### src/rtl/bitu_pkg.sv
package bitu_pkg;

    localparam int DW   = 8;
    localparam int IDXW = $clog2(DW);
    localparam int OPW  = 4;
    localparam int FW   = 4;

    typedef enum logic [OPW-1:0] {
        OP_ROL  = 4'd0,
        OP_ROR  = 4'd1,
        OP_RCL  = 4'd2,
        OP_RCR  = 4'd3,
        OP_SHL  = 4'd4,
        OP_ASR  = 4'd5,
        OP_LSR  = 4'd6,
        OP_SWAP = 4'd7,
        OP_TST  = 4'd8,
        OP_CLR  = 4'd9,
        OP_SETB = 4'd10
    } op_e;

    typedef struct packed {
        logic [DW-1:0] res;
        logic          z;
        logic          n;
        logic          h;
        logic          c;
        logic          wr;
        logic [FW-1:0] mask;
    } out_t;

endpackage

### src/rtl/bitu_mask_dec.sv
module bitu_mask_dec #(
    parameter int W    = 8,
    parameter int IDXW = $clog2(W)
) (
    input  logic [IDXW-1:0] idx,
    output logic [W-1:0]    mask
);

    for (genvar i = 0; i < W; i++) begin : g_line
        assign mask[i] = (idx == IDXW'(i));
    end

    always_comb begin
        a_r10_mask_onehot: assert ($countones(mask) == 1)
            else $error("index decode is not one-hot");
    end

endmodule

### src/rtl/bitu_shift.sv
module bitu_shift
    import bitu_pkg::*;
#(
    parameter int W = 8
) (
    input  logic [W-1:0] a,
    input  logic         cin,
    input  op_e          op,
    output logic [W-1:0] y,
    output logic         cout
);

    always_comb begin
        y    = a;
        cout = 1'b0;
        case (op)
            OP_ROL: begin y = {a[W-2:0], a[W-1]}; cout = a[W-1]; end
            OP_ROR: begin y = {a[0], a[W-1:1]};   cout = a[0];   end
            OP_RCL: begin y = {a[W-2:0], cin};    cout = a[W-1]; end
            OP_RCR: begin y = {cin, a[W-1:1]};    cout = a[0];   end
            OP_SHL: begin y = {a[W-2:0], 1'b0};   cout = a[W-1]; end
            OP_ASR: begin y = {a[W-1], a[W-1:1]}; cout = a[0];   end
            OP_LSR: begin y = {1'b0, a[W-1:1]};   cout = a[0];   end
            default: ;
        endcase
    end

endmodule

### src/rtl/bitu_bitop.sv
module bitu_bitop
    import bitu_pkg::*;
#(
    parameter int W = 8
) (
    input  logic [W-1:0] a,
    input  logic [W-1:0] m,
    input  op_e          op,
    output logic [W-1:0] y,
    output logic         sel_zero
);

    localparam int HW = W / 2;

    assign sel_zero = ~|(a & m);

    always_comb begin
        case (op)
            OP_CLR:  y = a & ~m;
            OP_SETB: y = a | m;
            OP_SWAP: y = {a[HW-1:0], a[W-1:HW]};
            default: y = a;
        endcase
    end

endmodule

### src/rtl/bitu_core.sv
module bitu_core
    import bitu_pkg::*;
(
    input  logic            clk,
    input  logic            rst_n,
    input  logic [DW-1:0]   opnd_i,
    input  logic [IDXW-1:0] idx_i,
    input  logic            cin_i,
    input  logic [OPW-1:0]  op_i,
    input  logic            short_i,
    output logic [DW-1:0]   res_o,
    output logic            z_o,
    output logic            n_o,
    output logic            h_o,
    output logic            c_o,
    output logic            wr_en_o,
    output logic [FW-1:0]   fmask_o
);

    localparam logic [FW-1:0] MASK_ALL = {FW{1'b1}};
    localparam logic [FW-1:0] MASK_TST = 4'b1110;

    op_e            op;
    logic [DW-1:0]  bit_mask;
    logic [DW-1:0]  sh_y;
    logic           sh_c;
    logic [DW-1:0]  bo_y;
    logic           bo_zero;
    logic           is_rot;
    out_t           out_d;
    out_t           out_q;

    assign op     = op_e'(op_i);
    assign is_rot = (op_i < OPW'(4));

    bitu_mask_dec #(.W(DW), .IDXW(IDXW)) u_dec (
        .idx  (idx_i),
        .mask (bit_mask)
    );

    bitu_shift #(.W(DW)) u_shift (
        .a    (opnd_i),
        .cin  (cin_i),
        .op   (op),
        .y    (sh_y),
        .cout (sh_c)
    );

    bitu_bitop #(.W(DW)) u_bitop (
        .a        (opnd_i),
        .m        (bit_mask),
        .op       (op),
        .y        (bo_y),
        .sel_zero (bo_zero)
    );

    always_comb begin
        out_d     = '0;
        out_d.res = opnd_i;
        case (op)
            OP_ROL, OP_ROR, OP_RCL, OP_RCR, OP_SHL, OP_ASR, OP_LSR: begin
                out_d.res  = sh_y;
                out_d.z    = (short_i && is_rot) ? 1'b0 : ~|sh_y;
                out_d.c    = sh_c;
                out_d.wr   = 1'b1;
                out_d.mask = MASK_ALL;
            end
            OP_SWAP: begin
                out_d.res  = bo_y;
                out_d.z    = ~|bo_y;
                out_d.wr   = 1'b1;
                out_d.mask = MASK_ALL;
            end
            OP_TST: begin
                out_d.z    = bo_zero;
                out_d.h    = 1'b1;
                out_d.mask = MASK_TST;
            end
            OP_CLR, OP_SETB: begin
                out_d.res = bo_y;
                out_d.wr  = 1'b1;
            end
            default: ;
        endcase
    end

    always_ff @(posedge clk) begin
        if (!rst_n) out_q <= '0;
        else        out_q <= out_d;
    end

    assign res_o   = out_q.res;
    assign z_o     = out_q.z;
    assign n_o     = out_q.n;
    assign h_o     = out_q.h;
    assign c_o     = out_q.c;
    assign wr_en_o = out_q.wr;
    assign fmask_o = out_q.mask;

    a_r9_test_no_write: assert property (@(posedge clk) disable iff (!rst_n)
        ($past(rst_n) && $past(op_i) == 4'd8) |-> (!wr_en_o && h_o && !n_o))
        else $error("bit test wrote a result");

    a_r10_clear_bit: assert property (@(posedge clk) disable iff (!rst_n)
        ($past(rst_n) && $past(op_i) == 4'd9) |-> (res_o[$past(idx_i)] == 1'b0 && fmask_o == '0))
        else $error("bit clear failed");

    a_r10_set_bit: assert property (@(posedge clk) disable iff (!rst_n)
        ($past(rst_n) && $past(op_i) == 4'd10) |-> (res_o[$past(idx_i)] == 1'b1 && fmask_o == '0))
        else $error("bit set failed");

    a_r7_short_zero: assert property (@(posedge clk) disable iff (!rst_n)
        ($past(rst_n) && $past(short_i) && $past(op_i) < 4'd4) |-> !z_o)
        else $error("short rotate produced Z");

    a_r8_swap_nibbles: assert property (@(posedge clk) disable iff (!rst_n)
        ($past(rst_n) && $past(op_i) == 4'd7) |-> (res_o == {$past(opnd_i[3:0]), $past(opnd_i[7:4])} && !c_o))
        else $error("swap mismatch");

    a_r12_unmasked_zero: assert property (@(posedge clk) disable iff (!rst_n)
        ($countones({z_o & ~fmask_o[3], n_o & ~fmask_o[2], h_o & ~fmask_o[1], c_o & ~fmask_o[0]}) == 0))
        else $error("unmasked flag nonzero");

endmodule

### config.mk
export PLATFORM = sky130hd
export DESIGN_NAME = bitu_core
export DESIGN_NICKNAME = d
export VERILOG_FILES = /design/src/rtl/bitu_pkg.sv /design/src/rtl/bitu_mask_dec.sv /design/src/rtl/bitu_shift.sv /design/src/rtl/bitu_bitop.sv /design/src/rtl/bitu_core.sv
export SDC_FILE = /design/constraint.sdc
export NUM_CORES = 1
export LEC_CHECK = 0
export BUFFER_PORTS_ARGS = -buffer_cell sky130_fd_sc_hd__buf_2
export CORE_MARGIN = 8
export CORE_UTILIZATION = 25
export DETAILED_ROUTE_END_ITERATION = 16
export GPL_ROUTABILITY_DRIVEN = 0
export GPL_TIMING_DRIVEN = 0
export SYNTH_ARGS = -nofsm -noshare
export SYNTH_HDL_FRONTEND = slang
export SYNTH_SLANG_ARGS = --single-unit
### constraint.sdc
create_clock -name clk -period 2.7 [get_ports clk]
set_input_delay 0 -clock clk [delete_from_list [all_inputs] [get_ports clk]]
set_output_delay 0 -clock clk [all_outputs]
set_load 0.02 [all_outputs]
==> impl_results.md, run 1 <==
* H-tree depth at 1
* Period utilisation layout at 0.537
* EDFF count, synth at 0
* Final WL at 3.74 mm
* Post-DP HPWL at 2.91 mm
* RSZ-0062 raised after global routing: false
* Max-Cap Viols at 0
* Max frequency at 0.689 GHz
* Crit Path Max Fanout at 10
* Initial detailed-routing violation count at 103
* PortBufs at 31
* Netlist cell types at 53
* Via density per instance at 5.33
* Hold crit path type: in2reg
* Bufs and invs on worst path at 3
* Antenna-violating nets left at 0
* TNS Setup at 0 ns
* I/O pins at 36
* Total gr overflow at 0
* Core footprint at 0.00469 mm2
* Die ar. at 0.00729 mm2
* Initial antenna violation count at 0
* Worst path max stage delay at 0.59 ns
* Sequential-to-total area share from yosys stat at 0.233
* # rows at 25
* Yosys warns at 0
* CTS Root Cell: clkbuf_8
* Crit. End Element: flip-flop
* Min Tclk post-route at 1.45 ns
* Vias in the first global route at 1212
* CTS tree: yes
* Hold_buf cts at 0
* First-pass GRT wire length at 6.05 mm
* Starting density of the core at 0.257
* Critical path type: in2reg
* TritonRoute pass-1 iters at 4
* Maximum root-to-sink buffer count at 2
* Simple-Gate Fraction of Synth Area at 0.280
* TritonCTS Buffers at 3
* Final number of setup-violating endpoints at 0
* # diodes at 0
* Yosys top cell by area: dfxtp_1
* Adder-cell share of the synthesized area at 0
* Clk slew on worst S/H paths at 0.06 ns
* Synth area leaders: dfxtp_1 23%, a21oi_1 6.7%, nand2_1 5.6%
* Die height at 85.4 um
* Synth Area in XOR/XNOR at 0.00728
* P per Cell Area at 419 mW/mm2
* Register area at 280 um2
* # clock sinks at 14
* Largest net degree at the start of global routing at 11
* Syn_nets at 174
* Ys async rst share at 0
* Mapped Cells at 155
* Power Total at 621 uW
* Slew margin rel. at 0.569
* Tot GR Track Use at 0.103
* Largest family of logic cells by synthesized area: compound AO/OA/AOI/OAI gates
* Yosys reg bits at 14
* Multi-input gate area at 795 um2
* Maximum vdd drop at 0.000128 V
* Mapped Avg Cell Area at 7.77 um2
* Remaining DRCs at 0
* Most used cell, CP: buf_2
* Crit-path cells: buf_2, buf_6, buf_2, nor4_1, o2111ai_1, a21oi_1, a31oi_1, a21boi_1
* Post-synth top area share at 0.233
* CP startpoint kind: primary input
* Fin. Hold Viols at 0
* Share of cells above drive strength 1 at 0.321
* Via count at 1301
* Final nets at 210
* Critical Path AT at 1.62 ns
* Filler instances at 510
* Hold WS at 0.0245 ns
* Leakage power at 0.000664 uW
* Fraction of synthesized area in multiplexers at 0.0842
* Required time worst endpoint at 2.87 ns
* Resized cells post-CTS at 0
* Compound-cell area share of the yosys netlist at 0.286
* Setup Slack @ Placement at 1.06 ns
* Crit-path slowest cell: nor4_1
* Buffers inserted by post-CTS timing repair at 0
* Mapped Area at 0.00120 mm2
* Area grow syn2layout at 23.1%
* Status: finished clean
* WL per Instance at 15.3 um
* Worst Tran Pin Value at 0.641 ns
* Cell family with most CP delay: compound AO/OA/AOI/OAI gates
* Slew Limit Fails at 0
* Chip width at 85.4 um
* Main synth FF type: dfxtp_1
* Final WS setup at 1.25 ns
==> placed cells by master, fill, tap and decap left out, types with 2 or more instances in the layout <==
master	netlist	final
buf_2	7	38
nand2_1	18	18
a21oi_1	16	16
dfxtp_1	14	14
nor2_1	10	10
nand3_1	6	6
a31oi_1	6	6
mux2i_1	6	6
buf_4	5	5
o21ai_1	5	5
nor3_1	4	4
clkbuf_8	0	4
buf_6	3	3
inv_1	3	3
and3_1	3	3
a311o_1	3	3
o21ai_0	3	3
a211oi_1	3	3
clkinv_1	2	2
nand3b_1	2	2
nor3b_1	2	2
a221oi_1	2	2
==> stage by stage <==
step                      area, um2   util  cells
final                          1480  0.316    244
after global routing           1480  0.316    244
after CTS                      1480  0.316    244
after detailed placement       1430  0.304    240
after global placement         1430  0.304    240
after floorplan                1200      -    155
==> cells in the mapped netlist (2+ instances only) <==
cell      count
a211oi_1      3
a21oi_1      16
a221oi_1      2
a311o_1       3
a31oi_1       6
and3_1        3
buf_2         7
buf_4         5
buf_6         3
clkinv_1      2
dfxtp_1      14
inv_1         3
mux2i_1       6
nand2_1      18
nand3_1       6
nand3b_1      2
nor2_1       10
nor3_1        4
nor3b_1       2
o21ai_0       3
o21ai_1       5
==> state kept, by name (all words and copies together), names as in the netlist <==
name and flops:
c_o 1, h_o 1, z_o 1, fmask_o 2, wr_en_o 1, res_o 8
==> where the power goes <==
group | switching [uW] | internal (uW)
clock | 68.1 | 129
sequential | 3.04 | 221
combinational | 122 | 78.6
total | 193 | 428
==> final timing paths <==
path	from	to	slack [ns]	cells past startpoint
hold / removal	rst_n	res_o[3]	0.02	2
setup / recovery	op_i[1]	z_o	1.25	8
==> per-layer routing <==
metal	GRT usage	share of wire	up-vias
met4	0.0334	0.0062	0
met2	0.172	0.48	66
met1	0.126	0.42	588
met5	0	0	-
met3	0.0251	0.089	2
li1	-	-	645
==> layout make-up <==
class / count / area share
Buffer: 16 / 0.0743
Clock buffer: 4 / 0.0372
Inverter: 5 / 0.0127
Multi-Input combinational cell: 120 / 0.536
Sequential cell: 14 / 0.189
Tap cell: 54 / 0.0456
Timing Repair Buffer: 31 / 0.105
==> logic make-up (layout without fill, tap and decap cells) <==
| logic type | count (synthesis) | count (layout) |
|---|---|---|
| xor gates and xnor gates | 1 | 1 |
| muxes | 8 | 8 |
| and+or+nand+nor | 60 | 60 |
| buffers and inverters | 21 | 56 |
| AOI/OAI and AO/OA | 50 | 50 |
| other | 1 | 1 |
| DFF | 14 | 14 |
(Power assumes the default switching activity.)
==> run 2, diff against run 1 <==
clock period = 1.4 ns   (was 2.7 ns; I/O delays follow)
==> run 2 against run 1 <==
Utilization increased by 0.13 points. Critical path depth unchanged. Global-route usage unchanged. Combinational power increased by 93%. Cell count unchanged. Critical path type unchanged. Largest cell class unchanged. Highest routed layer unchanged.
==> impl_results.md, run 2 (synthesized netlist as in run 1, its figures left out) <==
* CP startpoint kind: primary input
* Antenna-violating nets left at 0
* Share of cells above drive strength 1 at 0.326
* RSZ-0062 raised after global routing: false
* First-pass GRT wire length at 6.05 mm
* WP depth at 8
* P per Cell Area at 806 mW/mm2
* Max frequency at 0.800 GHz
* Core footprint at 0.00469 mm2
* Max-Cap Viols at 0
* Final WL at 3.73 mm
* Hold Path Cell Cnt at 2
* Slew margin rel. at 0.613
* Die ar. at 0.00729 mm2
* Final Cell Area at 0.00149 mm2
* Most frequent cells in the layout: 38 x buf_2, 18 x nand2_1, 16 x a21oi_1
* Via count at 1303
* Power Total at 1200 uW
* Largest net degree at the start of global routing at 11
* Via density per instance at 5.34
* Maximum vdd drop at 0.000249 V
* Period utilisation layout at 0.893
* Crit-path cells: buf_2, buf_6, buf_2, nor4_2, o2111ai_1, a21oi_1, a31oi_1, a21boi_1
* Critical path type: in2reg
* Die height at 85.4 um
* Crit Path Max Fanout at 10
* Area post-placement at 0.00143 mm2
* Commonest non-fill, non-tap cell in the layout: buf_2
* WL per Instance at 15.3 um
* Post-DP HPWL at 2.91 mm
* Leakage power at 0.000665 uW
* TritonRoute pass-1 iters at 4
* Fin. Hold Viols at 0
* Required time worst endpoint at 1.57 ns
* Chip width at 85.4 um
* CTS Root Cell: clkbuf_8
* Area grow syn2layout at 23.6%
* Tot GR Track Use at 0.103
* Hold crit path type: in2reg
* Max FFs per register at 8
* Worst path max stage delay at 0.44 ns
* Remaining DRCs at 0
* Total gr overflow at 0
* Slew Limit Fails at 0
* Worst Tran Pin Value at 0.580 ns
* PortBufs at 31
* Hold_buf cts at 0
* # clock sinks at 14
* # rows at 25
* I/O pins at 36
* Final nets at 210
* Crit-path slowest cell: nor4_2
* H-tree depth at 1
* Final number of setup-violating endpoints at 0
* Initial antenna violation count at 0
* CTS tree: yes
* Maximum root-to-sink buffer count at 2
* Cell family with most CP delay: compound AO/OA/AOI/OAI gates
* Vias in the first global route at 1212
* # diodes at 0
* Bufs and invs on worst path at 3
* TritonCTS Buffers at 3
* Status: finished clean
* Clk slew on worst S/H paths at 0.06 ns
* Min Tclk post-route at 1.25 ns
* Initial detailed-routing violation count at 136
* Most used cell, CP: buf_2
* Starting density of the core at 0.257
* Filler instances at 507
* Crit. End Element: flip-flop
* Critical Path AT at 1.42 ns
run 2: cell counts in the layout (fill, tap and decap cells not counted):
Identical to the previous run, type by type.
run 2: area by class of cell:
| cell class | instances | area, um2 | share of cell area |
|---|---|---|---|
| multi-input combinational | 120 | 801 | 0.538 |
| sequential | 14 | 280 | 0.188 |
| timing repair buffer | 31 | 155 | 0.104 |
| buffer | 16 | 110 | 0.0740 |
| tap | 54 | 67.6 | 0.0454 |
| clock buffer | 4 | 55.1 | 0.0370 |
| inverter | 5 | 18.8 | 0.0126 |
run 2: metal layers:
| metal | share of wire | vias to the layer above | global-route usage |
|---|---|---|---|
| met3 | 0.064 | 2 | 0.0251 |
| met2 | 0.50 | 46 | 0.172 |
| met5 | 0 | - | 0 |
| li1 | - | 645 | - |
| met4 | 0.0062 | 0 | 0.0334 |
| met1 | 0.43 | 610 | 0.126 |
run 2: where the power goes:
group / total [uW] / leakage (uW) / switching, uW / internal (uW)
clock: 380 / 0.0000288 / 132 / 249
sequential: 432 / 0.000116 / 5.82 / 426
combinational: 387 / 0.000520 / 235 / 152
run 2: per-stage QoR:
step                 util  TNS, ns  hold WS, ns  setup slack, ns  cells
finish              0.317        0       0.0206            0.150    244
global route        0.317        0       0.0200           0.0312    244
CTS                 0.316        0       0.0121          0.00560    244
detailed placement  0.304   -0.242        0.263           -0.242    240
global placement    0.304   -0.249        0.258           -0.249    240
floorplan               -        0        0.117            0.216    155
run 2: worst paths after layout:
kind / from / endpoint / slack, ns
min: rst_n / res_o[3] / 0.02
max: op_i[1] / z_o / 0.15
run 2: what timing repair did:
item,in CTS,in global routing
buffers inserted,0,0
resized for setup,0,1
setup endpoints to repair,0,1
